--- config.mk ---
export PLATFORM = sky130hd
export DESIGN_NAME = lock_resv_unit
export DESIGN_NICKNAME = d
export VERILOG_FILES = /design/src/rtl/lock_resv_pkg.sv /design/src/rtl/resv_tracker.sv /design/src/rtl/word_store.sv /design/src/rtl/lock_resv_unit.sv
export SDC_FILE = /design/constraint.sdc
export NUM_CORES = 1
export LEC_CHECK = 0
export ABC_AREA = 0
export BUFFER_PORTS_ARGS = -buffer_cell sky130_fd_sc_hd__buf_2
export CAP_MARGIN = 20
export CORE_ASPECT_RATIO = 2
export CORE_MARGIN = 10
export CORE_UTILIZATION = 29
export CTS_CLUSTER_DIAMETER = 120
export DETAILED_ROUTE_END_ITERATION = 10
export GPL_TIMING_DRIVEN = 0
export RECOVER_POWER = 100
export SYNTH_ARGS = -nofsm -noshare
export SYNTH_HDL_FRONTEND = slang
export SYNTH_SLANG_ARGS = --single-unit
--- constraint.sdc ---
create_clock -name clk -period 2.98 [get_ports clk]
set_input_delay 0 -clock clk [delete_from_list [all_inputs] [get_ports clk]]
set_output_delay 0 -clock clk [all_outputs]
set_load 0.02 [all_outputs]
--- src/rtl/lock_resv_pkg.sv ---
package lock_resv_pkg;
  typedef enum logic [1:0] {
    OP_LOAD  = 2'b00,
    OP_STORE = 2'b01,
    OP_LINK  = 2'b10,
    OP_COND  = 2'b11
  } req_op_e;
endpackage

--- src/rtl/resv_tracker.sv ---
module resv_tracker
  import lock_resv_pkg::*;
#(
  parameter int ID_W    = 3,
  parameter int ADDR_W  = 4,
  parameter int TMO_W   = 16,
  parameter int TIMEOUT = 1000
) (
  input  logic              clk,
  input  logic              rst_n,
  input  logic              req_valid,
  input  logic [1:0]        req_op,
  input  logic [ID_W-1:0]   req_id,
  input  logic [ADDR_W-1:0] req_addr,
  output logic              link_grant,
  output logic              cond_pass
);
  localparam logic [TMO_W-1:0] LIFE_LOAD = TMO_W'(TIMEOUT);
  localparam logic [TMO_W-1:0] ONE       = TMO_W'(1);

  logic              held_q, held_d;
  logic [ID_W-1:0]   owner_q, owner_d;
  logic [ADDR_W-1:0] word_q, word_d;
  logic [TMO_W-1:0]  life_q, life_d;

  logic expired, live, owner_hit, word_hit;
  logic is_link, is_cond, is_store, store_kill;

  always_comb begin
    is_link    = req_valid && (req_op == OP_LINK);
    is_cond    = req_valid && (req_op == OP_COND);
    is_store   = req_valid && (req_op == OP_STORE);
    expired    = held_q && (life_q == '0);
    live       = held_q && !expired;
    owner_hit  = live && (owner_q == req_id);
    word_hit   = live && (word_q == req_addr);
    link_grant = is_link && (!live || owner_hit);
    cond_pass  = is_cond && owner_hit && word_hit;
    store_kill = is_store && word_hit;
  end

  // next-state process
  always_comb begin
    held_d  = live;
    owner_d = owner_q;
    word_d  = word_q;
    life_d  = live ? (life_q - ONE) : life_q;
    if (link_grant) begin
      held_d  = 1'b1;
      owner_d = req_id;
      word_d  = req_addr;
      life_d  = LIFE_LOAD;
    end else if (cond_pass || store_kill) begin
      held_d = 1'b0;
    end
  end

  logic upd_en;
  assign upd_en = held_q || link_grant;

  // register process
  always_ff @(posedge clk or negedge rst_n) begin
    if (!rst_n) begin
      held_q  <= 1'b0;
      owner_q <= '0;
      word_q  <= '0;
      life_q  <= '0;
    end else if (upd_en) begin
      held_q  <= held_d;
      owner_q <= owner_d;
      word_q  <= word_d;
      life_q  <= life_d;
    end
  end


  foreign_link_keep_chk: assert property (@(posedge clk) disable iff (!rst_n)
    (is_link && live && (owner_q != req_id)) |=> (held_q && $stable(owner_q) && $stable(word_q)));

  cond_clears_chk: assert property (@(posedge clk) disable iff (!rst_n)
    cond_pass |=> !held_q);

  expiry_clears_chk: assert property (@(posedge clk) disable iff (!rst_n)
    (expired && !is_link) |=> !held_q);

  life_bound_chk: assert property (@(posedge clk) disable iff (!rst_n)
    held_q |-> (life_q <= LIFE_LOAD));

  store_kill_chk: assert property (@(posedge clk) disable iff (!rst_n)
    store_kill |=> !held_q);
endmodule

--- src/rtl/word_store.sv ---
module word_store #(
  parameter int ADDR_W = 4,
  parameter int DATA_W = 16
) (
  input  logic              clk,
  input  logic              rst_n,
  input  logic              wr_en,
  input  logic [ADDR_W-1:0] addr,
  input  logic [DATA_W-1:0] wdata,
  output logic [DATA_W-1:0] rdata
);
  localparam int DEPTH = 1 << ADDR_W;

  logic [DATA_W-1:0] words_q [DEPTH];

  for (genvar g = 0; g < DEPTH; g++) begin : g_word
    logic hit;
    assign hit = wr_en && (addr == ADDR_W'(g));
    always_ff @(posedge clk or negedge rst_n) begin
      if (!rst_n)   words_q[g] <= '0;
      else if (hit) words_q[g] <= wdata;
    end
  end

  assign rdata = words_q[addr];
endmodule

--- src/rtl/lock_resv_unit.sv ---
module lock_resv_unit
  import lock_resv_pkg::*;
#(
  parameter int ID_W    = 3,
  parameter int ADDR_W  = 4,
  parameter int DATA_W  = 16,
  parameter int TMO_W   = 16,
  parameter int TIMEOUT = 1000
) (
  input  logic              clk,
  input  logic              rst_n,
  input  logic              req_valid,
  input  logic [1:0]        req_op,
  input  logic [ID_W-1:0]   req_id,
  input  logic [ADDR_W-1:0] req_addr,
  input  logic [DATA_W-1:0] req_wdata,
  output logic              rsp_valid,
  output logic [ID_W-1:0]   rsp_id,
  output logic [DATA_W-1:0] rsp_data,
  output logic              rsp_ok
);
  logic              link_grant, cond_pass, wr_en, ok_d;
  logic [DATA_W-1:0] rd_word;

  resv_tracker #(.ID_W(ID_W), .ADDR_W(ADDR_W), .TMO_W(TMO_W), .TIMEOUT(TIMEOUT)) u_track (
    .clk(clk), .rst_n(rst_n), .req_valid(req_valid), .req_op(req_op),
    .req_id(req_id), .req_addr(req_addr), .link_grant(link_grant), .cond_pass(cond_pass)
  );

  assign wr_en = req_valid && ((req_op == OP_STORE) || cond_pass);

  word_store #(.ADDR_W(ADDR_W), .DATA_W(DATA_W)) u_store (
    .clk(clk), .rst_n(rst_n), .wr_en(wr_en), .addr(req_addr),
    .wdata(req_wdata), .rdata(rd_word)
  );

  always_comb begin
    unique case (req_op)
      OP_LINK: ok_d = link_grant;
      OP_COND: ok_d = cond_pass;
      default: ok_d = 1'b1;
    endcase
  end

  always_ff @(posedge clk or negedge rst_n) begin
    if (!rst_n) begin
      rsp_valid <= 1'b0;
      rsp_id    <= '0;
      rsp_data  <= '0;
      rsp_ok    <= 1'b0;
    end else begin
      rsp_valid <= req_valid;
      if (req_valid) begin
        rsp_id   <= req_id;
        rsp_data <= rd_word;
        rsp_ok   <= ok_d;
      end
    end
  end


  cond_fail_nowrite_chk: assert property (@(posedge clk) disable iff (!rst_n)
    (req_valid && (req_op == OP_COND) && !cond_pass) |-> !wr_en);

  rsp_follows_req_chk: assert property (@(posedge clk) disable iff (!rst_n)
    req_valid |=> (rsp_valid && (rsp_id == $past(req_id))));
endmodule

* Word-level counts from Yosys, hierarchy flattened
Index checks and enable logic that the tools add are counted.
Storage, ports and cells: logic and storage cells 94, register bits 301, output and inout port bits 21
Cells by class: magnitude comparators 1, reductions and logical operators 39, muxes and demuxes 8, bitwise gates (word level) 1, $add $sub $neg 1, eq/ne operators 20
Operator list (number):
- $bmux W16 S4 | 1
- $mux W16 | 4
- $eq A4 B4 Y1 const B | 8
- $logic_and A1 B1 Y1 | 28
- $eq A4 B3 Y1 const B | 4
- $logic_not A16 Y1 | 1
- $sub A16 B1 Y16 const B | 1
- $eq A4 B2 Y1 const B | 2
- $ge A5 B5 Y1 const B | 1
- $not A4 Y5 | 1
- $eq A2 B2 Y1 const B | 2
- $eq A4 B1 Y1 const B | 1
- $eq A4 B4 Y1 | 1
- $logic_not A4 Y1 | 1
- $logic_or A1 B1 Y1 | 4
- $reduce_and A2 Y1 | 2
- $eq A3 B3 Y1 | 1
- $eq A2 B1 Y1 const B | 1
- $logic_not A1 Y1 | 2
- $mux W1 | 2
- $pmux W1 S2 | 1
- $reduce_bool A2 Y1 | 1

* Depth between registers and ports, before layout
Gate-level depths: netlist of run 1.
word-level depth 10, gate-level depth with buffers 11

* Hierarchy
A second synthesis of run 1 with hierarchy kept.
Second synthesis, totals: cell total of the unflattened synthesis 885, area, all modules 13640.6 µm²
By module, submodules not included:
- word_store | times used 1, area an instance 11497.3 µm², cells an instance 712
- resv_tracker | times used 1, area an instance 1347.5 µm², cells an instance 126
- lock_resv_unit | times used 1, area an instance 795.8 µm², cells an instance 47

* Worst setup path after synthesis of run 1
OpenSTA, ideal clock, no wires.
path kind flip-flop to flip-flop, start point register u_track.life_q[0], end point register u_store.words_q[149] in the netlist's numbering, cell stages (with the launch flop) 12, data arrival time 2.394 ns, setup slack 0.461 ns, required time 2.855 ns, cells stage by stage dfrtp_1 inv_1 ha_1 or4b_4 or2_1 buf_6 buf_8 o2111ai_1 o21a_1 buf_6 buf_12 mux2_4
On the way: cells in the longest elaborated chain, start to end 10
RTL lines:
- start: declaration | RTL line resv_tracker.sv:24 | logic [TMO_W-1:0] life_q, life_d;
- start signal: assignment | RTL line resv_tracker.sv:72 | life_q <= life_d;
- $logic_not A16 Y1 * | RTL line resv_tracker.sv:33 | expired = held_q && (life_q == '0);
- $logic_and A1 B1 Y1 * | RTL line resv_tracker.sv:33
- $logic_not A1 Y1 * | RTL line resv_tracker.sv:34 | live = held_q && !expired;
- $logic_and A1 B1 Y1 * | RTL line resv_tracker.sv:34
- $logic_and A1 B1 Y1 | RTL line resv_tracker.sv:35 | owner_hit = live && (owner_q == req_id);
- $logic_and A1 B1 Y1 | RTL line resv_tracker.sv:38 | cond_pass = is_cond && owner_hit && word_hit;
- $logic_and A1 B1 Y1 * | RTL line resv_tracker.sv:38
- $logic_or A1 B1 Y1 * | RTL line lock_resv_unit.sv:30 | assign wr_en = req_valid && ((req_op == OP_STORE) || cond_pass);
- $logic_and A1 B1 Y1 * | RTL line lock_resv_unit.sv:30
- $logic_and A1 B1 Y1 * | RTL line word_store.sv:18 | assign hit = wr_en && (addr == ADDR_W'(g));
- end signal: indexed assignment | RTL line word_store.sv:21 | else if (hit) words_q[g] <= wdata;
- end: declaration | RTL line word_store.sv:14 | logic [DATA_W-1:0] words_q [DEPTH];
Every way passes the cells marked *; elsewhere a longest branch is shown, timed or not. A chain may end at the register's enable or synchronous reset.

* Worst setup path after layout of run 1
start point register u_track.life_q[0], end point register u_store.words_q[170] in the netlist's numbering
Same word-level chain as after synthesis.

==> results of run 1 <==
layer usage:
metal	track usage [%]	vias up
met4	5.93	0
met3	1.67	69
li1	-	3772
met5	0	-
met2	24.4	194
met1	14.3	4583
final cells by class:
class                   count  area share (%)
clock inverters            12           0.738
flip-flops and latches    301            45.3
plain buffers              84            3.22
well taps                 643            4.84
clock buffers              38            4.75
multi-input cells         550            37.6
inverters                   6           0.136
repair buffers             87            3.43
flip-flops by register name, summed over array words and instances, names as in the netlist:
signal           flops
rsp_id               3
rsp_ok               1
rsp_data            16
u_track.life_q      16
u_track.owner_q      3
u_track.held_q       1
rsp_valid            1
u_track.word_q       4
u_store.words_q    256
worst reg2reg max path, stage by stage (launching register included):
cell	delay [ns]
dfrtp_1	0.43
inv_1	0.10
ha_1	0.16
or4b_1	0.48
or2_0	0.25
buf_6	0.15
o2111ai_1	0.23
o21a_1	0.14
buf_4	0.20
buf_4	0.26
mux2_2	0.36
repair_timing:
action	in CTS	in global routing
hold buffers	23	0
pin swaps	2	3
cloned	0	0
endpoints found under the setup margin	20	44
buffers inserted	4	10
gates resized for setup	0	2
endpoints found under the hold margin	201	0
stage by stage:
| stage | cells | hold slack, ns |
|---|---|---|
| 2_1_floorplan | 942 | -0.296 |
| 3_3_place_gp | 1633 | 0.120 |
| 3_5_place_dp | 1635 | 0.104 |
| 4_1_cts | 1712 | 0.0770 |
| 5_1_grt | 1721 | 0.109 |
| 6_report | 1721 | 0.0775 |
power by group through the flow:
| stage | sequential [mW] | clock [mW] | combinational, mW |
|---|---|---|---|
| floorplan | 5.14 | 0 | 1.30 |
| global placement | 5.20 | 0 | 1.81 |
| detailed placement | 5.24 | 0 | 1.88 |
| CTS | 5.16 | 3.76 | 1.91 |
| global route | 5.24 | 3.90 | 2.01 |
| finish | 5.17 | 3.64 | 1.83 |
cells in the final DEF, fill, tap and decap left out, drive strengths merged, types with 11 or more instances in the layout:
cell         Yosys  final
buf             51     70
nor2            21     21
mux4            64     64
dfrtp          301    301
mux2i           16     16
nor3            16     16
nand4           17     17
o21a            11     11
clkbuf          34    116
dlygate4sd3      0     23
mux2           282    282
o2111ai         12     12
xnor2           11     11
a221o           15     15
worst max-delay path by stage:
stage          cells past startpoint                          endpoint                          start  slack (ns)
3_3_place_gp                       1  u_store.words_q[219]$_DFFE_PN0P_                          rst_n       -3.66
5_1_grt                           11   u_store.words_q[92]$_DFFE_PN0P_  u_track.life_q[0]$_DFFE_PN0P_        0.03
3_5_place_dp                       8    u_store.words_q[9]$_DFFE_PN0P_  u_track.life_q[0]$_DFFE_PN0P_       -0.07
6_report                          10  u_store.words_q[170]$_DFFE_PN0P_  u_track.life_q[0]$_DFFE_PN0P_        0.11
4_1_cts                            8   u_store.words_q[64]$_DFFE_PN0P_  u_track.life_q[0]$_DFFE_PN0P_        0.05
2_1_floorplan                     11  u_store.words_q[149]$_DFFE_PN0P_  u_track.life_q[0]$_DFFE_PN0P_        0.46
cell families after synthesis:
group | share of synthesized area, %
mux | 34.7
flops | 52.3
simple gates | 3.62
buf+inv | 4.03
compound gates | 4.33
xor+xnor | 0.791
fa+ha+maj | 0.174
==> flow_summary.toml, run 1 <==
[status]
status = "finished clean"

[logic_synthesis]
synth.distinct_cells = 52
yosysWarnings = 0
synth-edff-count = 0
synthTopCellsByArea = "dfrtp_1 (52%), mux2_2 (17%), mux4_2 (10%)"
synth_seq_cells = 301
syn_inst = 942
synth_ff_type = "dfrtp_1"
synth.avg_cell_area_um2 = 15.3
yosysMostFrequentCell = "dfrtp_1"
yosysSeqAreaShare_pct = 52.3
syn-num-nets = 972
synthArstFlopShare_pct = 100
synth.top_cell.area_share_pct = 52.3
synthTopCellsByCount = "dfrtp_1 (301), mux2_2 (222), mux4_2 (64), mux2_4 (60), clkbuf_1 (34)"
synth_area_mm2 = 0.0144
synth_top_area_cell = "dfrtp_1"

[cells_and_area]
syn_to_final_growth_pct = 15.4
fillers = 4871
register_area_mm2 = 0.00753
drive_gt1_share_pct = 43.3
multi_input_area_mm2 = 0.00624
antennaDiodeCount = 0
utilization_pct = 33.8
fin_area_mm2 = 0.0166
layout.nets = 1088

[power]
power_density_mw_per_mm2 = 640
power_leakage_nw = 7.50
p_switching_mw = 2.87
p_comb_share_pct = 17.2
pwr-share-seq_pct = 48.6
clockPowerShare_pct = 34.2
ir_drop_uv = 310
netSwitchingFraction_pct = 27.0
power_mw = 10.6
intPower_mw = 7.77

[setup_path]
crit_family = "simple AND/OR/NAND/NOR gates"
cp_num_buf_inv = 4
start_kind = "flop"
r2r_setup_slack_ns = 0.11
critical_path.max_stage_delay_ns = 0.48
critPathKind = "flop to flop"
crit_path_frequent_cell = "buf_4"
rr_worst_depth = 10
cp.required_ns = 3.42
worstPathArrival_ns = 3.31
r2r_end = "u_store.words_q[170]$_DFFE_PN0P_"
path_cells = "inv_1, ha_1, or4b_1, or2_0, buf_6, o2111ai_1, o21a_1, buf_4, buf_4, mux2_2"
critPathMaxFanout = 10
r2r_start = "u_track.life_q[0]$_DFFE_PN0P_"
endpoint_kind = "flop"
cpMaxStageDelayCell = "or4b_1"

[global_route]
grt_usage_pct = 13.1
grt_overflow = 0
grt_max_degree = 106
grt_pass1_wl_um = 59900
antenna_found_initial = 0
grt_pass1_vias = 9543

[flow_run]
maxCapViolations = 0

[drt]
avgRoutedWirePerCell_um = 22.5
drt_iter0_drc = 508
met3_length_um = 1460
vias = 8618
drc = 0
dr.pass1.iters = 4
drt-total-wl_um = 38800
wl_met2_um = 21100
wirelength_met1_um = 14200
via_per_inst = 5.01
ant_nets = 0
top_layer = "met4"

[floorplan]
core_area_mm2 = 0.0492
num_rows = 115
die_h_um = 335
start_util_pct = 29.3
dieArea_mm2 = 0.0595
die_x_um = 178
io-pin-count = 49

[sta]
post-route-min-period_ns = 2.87
fin_ws_ns = 0.114
maxSlewViolCount = 0
worst_slew_pin_slew_ns = 1.42
max_slew_margin_pct = 5.13
setup_tns_ns = 0
setup_violations = 0
clock_skew_ns = 0.0112
fin_crit_sh_pct = 96.2
finalHoldViolations = 0
clock.fmax_mhz = 349
rsz0062_at_grt = "no"

[cts]
clkSinkCount = 301
clockBufferDepth = 3
htree_num_levels = 1
cts_buffers = 28
clk_pin_slew_ns = 0.06
cts_tree = "yes"
clockRootBuffer = "clkbuf_16"
clock_latency_ns = 0.56

[place]
hpwl_um = 27400
globalplace.congestion = 0.871
io_buffers = 48
dp_slack_ns = -0.0652
place_area_mm2 = 0.0155

[worst_hold_path]
hold_path.class = "input pin to async pin"
No activity file was read; power rests on OpenSTA's default activity.
==> run 2, diff against run 1 <==
BUFFER_PORTS_ARGS = default   (was -buffer_cell sky130_fd_sc_hd__buf_2)
CORE_ASPECT_RATIO = default   (was 2)
CORE_UTILIZATION = 42   (was 29)
DONT_BUFFER_PORTS = 1   (was default)
==> run 2 against run 1 <==
Net effect: the run now ends with negative hold slack left; setup slack improved by 0.022 ns; design area decreased by 2.3%; non-clock buffer count decreased by 44; power increased by 2.8%; die area decreased by 29%.
==> flow_summary.toml, run 2 (same netlist as run 1, synthesis figures left out) <==
[drt]
avgRoutedWirePerCell_um = 23.1
drc = 0
drt-total-wl_um = 34500
dr.pass1.iters = 5
drt_iter0_drc = 533
vias = 8391
ant_nets = 0
via_per_inst = 5.61

[sta]
worst_slew_pin_slew_ns = 0.869
clock_skew_ns = 0.0215
fin_ws_ns = 0.136
rsz0062_at_grt = "no"
finalHoldViolations = 301
max_slew_margin_pct = 42.1
maxSlewViolCount = 0
setup_tns_ns = 0
timing.hold.ws_ns = -0.811
post-route-min-period_ns = 2.84
setup_violations = 0
clock.fmax_mhz = 352
fin_crit_sh_pct = 95.4

[cells_and_area]
top_register = "u_store.words_q"
top_regs = "u_store.words_q (256), rsp_data (16), u_track.life_q (16)"
drive_gt1_share_pct = 39.4
stdcell_count = 1495
final_cell_mix = "dfrtp_1 (301), mux2_2 (218), mux4_2 (64), mux2_1 (53), clkbuf_1 (52)"
syn_to_final_growth_pct = 12.7
register_area_mm2 = 0.00753
fin_area_mm2 = 0.0162
utilization_pct = 48.2
largest_reg_flops = 256
fillers = 3022
layout.nets = 1050
final_common_cell = "dfrtp_1"
multi_input_area_mm2 = 0.00611

[setup_path]
worstPathArrival_ns = 3.22
cp.required_ns = 3.36
critPathMaxFanout = 10
start_kind = "flop"
endpoint_kind = "flop"
critPathKind = "flop to flop"
rr_worst_depth = 10

[floorplan]
dieArea_mm2 = 0.0421
die_x_um = 205
num_rows = 67
core_area_mm2 = 0.0337
start_util_pct = 42.7
io-pin-count = 49
die_h_um = 205

[cts]
cts_tree = "yes"
htree_num_levels = 2
cts_buffers = 34
clk_pin_slew_ns = 0.06
clockRootBuffer = "clkbuf_16"
clock_latency_ns = 0.51
clockBufferDepth = 3
ctsHoldBuffers = 22
clkSinkCount = 301

[status]
status = "complete, but fails checks"
violations = "negative hold slack"

[place]
dp_cells = 1390
dp_slack_ns = 0.0130
place_area_mm2 = 0.0150
globalplace.congestion = 0.845
hpwl_um = 22700
io_buffers = 0

[global_route]
antenna_found_initial = 2
grt_pass1_vias = 8826
grt_max_degree = 302
grt_overflow = 0
grt_usage_pct = 16.8
grt_pass1_wl_um = 54000

[power]
pwr-share-seq_pct = 47.8
ir_drop_uv = 489
p_switching_mw = 2.71
intPower_mw = 8.23
netSwitchingFraction_pct = 24.8
power_leakage_nw = 7.34
clockPowerShare_pct = 38.3
p_comb_share_pct = 13.8
power_density_mw_per_mm2 = 674

[flow_run]
maxCapViolations = 0

[worst_hold_path]
hold_path.class = "input pin to async pin"
==> run 2: routing by layer <==
layer  track usage (%)  wire length, um
met2              26.7            16600
met4              5.17              801
met1              22.4            15200
met3              3.71             1900
met5                 0                0
==> run 2: final timing paths <==
kind / startpoint / end / slack [ns]
max in group asynchronous: rst_n / u_store.words_q[16]$_DFFE_PN0P_ / 3.05
hold reg to reg: u_store.words_q[93]$_DFFE_PN0P_ / u_store.words_q[93]$_DFFE_PN0P_ / 0.49
min in group clk: req_wdata[6] / u_store.words_q[22]$_DFFE_PN0P_ / 0.03
hold / removal: rst_n / rsp_ok$_DFFE_PN0P_ / -0.81
setup reg to reg: u_track.life_q[1]$_DFFE_PN0P_ / u_store.words_q[214]$_DFFE_PN0P_ / 0.14
setup / recovery: u_track.life_q[1]$_DFFE_PN0P_ / u_store.words_q[214]$_DFFE_PN0P_ / 0.14
==> run 2: layout make-up <==
type                            count  area share, %
Antenna cell                        4         0.0617
Buffer                             85           3.10
Clock buffer                       54           6.47
Clock inverter                      5          0.463
Inverter                            6          0.139
Multi-Input combinational cell    550           37.6
Sequential cell                   301           46.4
Tap cell                          448           3.45
Timing Repair Buffer               42           2.27
==> run 2: stage by stage <==
step | hold WS (ns) | total power [mW]
final | -0.811 | 10.9
after global routing | -0.829 | 11.5
after CTS | -0.818 | 11.1
after detailed placement | -0.284 | 6.84
after global placement | -0.286 | 6.77
after floorplan | -0.296 | 6.44
==> run 2: repair_timing <==
item,CTS,global route
gates resized for setup,0,1
hold endpoints to repair,407,301
buffers inserted,0,20
setup endpoints to repair,0,66
==> run 2: power groups by stage <==
| stage | registers [mW] | clock network [mW] | logic, mW |
|---|---|---|---|
| finish | 5.23 | 4.19 | 1.51 |
| global route | 5.32 | 4.47 | 1.66 |
| CTS | 5.23 | 4.29 | 1.61 |
| detailed placement | 5.29 | 0 | 1.55 |
| global placement | 5.27 | 0 | 1.50 |
| floorplan | 5.14 | 0 | 1.30 |
==> run 2: worst max-delay path: stages, from the launching register on <==
cell and delay [ns]:
dfrtp_1 0.42, inv_1 0.10, ha_1 0.17, or4b_4 0.48, or2_1 0.24, buf_6 0.14
o2111ai_1 0.18, o21a_1 0.18, buf_4 0.19, clkbuf_4 0.26, mux2_2 0.36
==> run 3, diff against run 2 <==
CORE_MARGIN = default   (was 10)
==> run 3 against run 2 <==
Net effect: the run still ends with negative hold slack left; maximum frequency increased by 0.38%; combinational power hardly changed; design area about the same; first-iteration DRC count is 13% lower; register-to-register slack barely moved; core utilization increased by 0.14 points; hold slack lost 0.0089 ns; critical path depth unchanged; flip-flop and latch count unchanged; non-clock buffer count unchanged; power down 1.6%; highest routed layer unchanged.
==> flow_summary.toml, run 3 (same netlist as run 1, synthesis figures left out) <==
[cells_and_area]
final_common_cell = "dfrtp_1"
syn_to_final_growth_pct = 12.7
top_regs = "u_store.words_q (256), rsp_data (16), u_track.life_q (16)"
fin_area_mm2 = 0.0162
final_cell_mix = "dfrtp_1 (301), mux2_2 (219), mux4_2 (64), clkbuf_1 (49), clkbuf_16 (35)"
largest_reg_flops = 256
layout.nets = 1050
top_register = "u_store.words_q"
drive_gt1_share_pct = 41.7

[floorplan]
io-pin-count = 49
die_h_um = 187
core_area_mm2 = 0.0336
dieArea_mm2 = 0.0350
start_util_pct = 42.8
die_x_um = 187
num_rows = 67

[setup_path]
critical_path.max_stage_delay_ns = 0.47
endpoint_kind = "flop"
cp_num_buf_inv = 4
cpMaxStageDelayCell = "or4b_4"
crit_cells = 10
critPathKind = "flop to flop"
crit_family = "simple AND/OR/NAND/NOR gates"
cp.required_ns = 3.37
critPathLaunch = "u_track.life_q[0]$_DFFE_PN0P_"
critPathMaxFanout = 10
worstPathArrival_ns = 3.22
start_kind = "flop"
r2r_end = "u_store.words_q[234]$_DFFE_PN0P_"
path_cells = "inv_1, ha_1, or4b_4, or2_1, buf_6, o2111ai_1, o21a_1, buf_4, clkbuf_4, mux2_2"
r2r_setup_slack_ns = 0.15
r2r_start = "u_track.life_q[0]$_DFFE_PN0P_"
rr_worst_depth = 10

[cts]
cts_buffers = 34
clock_latency_ns = 0.52
clockBufferDepth = 3
ctsHoldBuffers = 25
clkSinkCount = 301
clockRootBuffer = "clkbuf_16"
clk_pin_slew_ns = 0.06
htree_num_levels = 2
cts_tree = "yes"

[sta]
finalHoldViolations = 301
max_slew_margin_pct = 40.9
fin_ws_ns = 0.147
setup_violations = 0
clock.fmax_mhz = 353
clock_skew_ns = 0.0162
fin_crit_sh_pct = 95.1
post-route-min-period_ns = 2.83
timing.hold.ws_ns = -0.820
worst_slew_pin_slew_ns = 0.887
maxSlewViolCount = 0
rsz0062_at_grt = "no"

[place]
io_buffers = 0
place_area_mm2 = 0.0150
globalplace.congestion = 0.871
dp_slack_ns = -0.0214
hpwl_um = 22100

[global_route]
grt_usage_pct = 20.5
grt_pass1_wl_um = 54800
grt_max_degree = 302
grt_overflow = 0
antenna_found_initial = 0
grt_pass1_vias = 8945

[drt]
vias = 8326
drt_iter0_drc = 463
drc = 0
avgRoutedWirePerCell_um = 22.9
ant_nets = 0
drt-total-wl_um = 34100
via_per_inst = 5.58
dr.pass1.iters = 5

[status]
violations = "negative hold slack"
status = "complete, but fails checks"

[power]
ir_drop_uv = 426
power_density_mw_per_mm2 = 663
power_leakage_nw = 7.39

[worst_hold_path]
hold_path.class = "input pin to async pin"

[flow_run]
maxCapViolations = 0
## run 3: cell type report
type / instances / area, um^2
clock inverters: 8 / 46.3
well taps: 448 / 561
plain buffers: 85 / 494
fillers: 2977 / 17400
inverters: 6 / 22.5
multi-input cells: 550 / 6190
flip-flops and latches: 301 / 7530
clock buffers: 50 / 1010
diodes: 2 / 5.00
repair buffers: 42 / 373
## run 3: worst max path at each step
stage	slack, ns	end
after global routing	0.006	u_store.words_q[120]$_DFFE_PN0P_
final	0.15	u_store.words_q[234]$_DFFE_PN0P_
after CTS	0.0003	u_store.words_q[13]$_DFFE_PN0P_
after global placement	-0.003	u_store.words_q[12]$_DFFE_PN0P_
after detailed placement	-0.02	u_store.words_q[13]$_DFFE_PN0P_
after floorplan	0.46	u_store.words_q[149]$_DFFE_PN0P_
## run 3: timing repair
action | in CTS | in global routing
gates resized for setup | 1 | 0
endpoints found under the setup margin | 20 | 50
pin swaps | 2 | 5
buffers inserted | 0 | 17
endpoints found under the hold margin | 412 | 301
## run 3: worst register-to-register path: stages (launching register included)
cell and delay [ns]:
dfrtp_1 0.41, inv_1 0.10, ha_1 0.17, or4b_4 0.47, or2_1 0.23, buf_6 0.14, o2111ai_1 0.17, o21a_1 0.19
buf_4 0.18, clkbuf_4 0.28, mux2_2 0.37
## run 3: routing by layer
layer / part of all wire, % / track usage, %
met3: 5.6 / 4.48
met2: 48 / 32.4
met5: 0 / 0
met4: 1.7 / 5.55
met1: 45 / 28.6
## run 3: report_power, final
part | leakage, nW | internal, mW | switching (mW)
Clock | 0.525 | 2.35 | 1.65
Sequential | 3.95 | 4.75 | 0.469
Combinational | 2.92 | 0.933 | 0.612
Total | 7.39 | 8.03 | 2.73
## run 3: metrics by stage
stage	power, mW	std cells	utilization (%)	setup TNS (ns)
6_report	10.8	1492	48.3	0
3_5_place_dp	6.83	1390	44.5	-0.176
3_3_place_gp	6.77	1390	44.5	-0.0123
5_1_grt	11.3	1490	48.3	0
4_1_cts	10.9	1473	48.4	0
2_1_floorplan	6.44	942	-	0
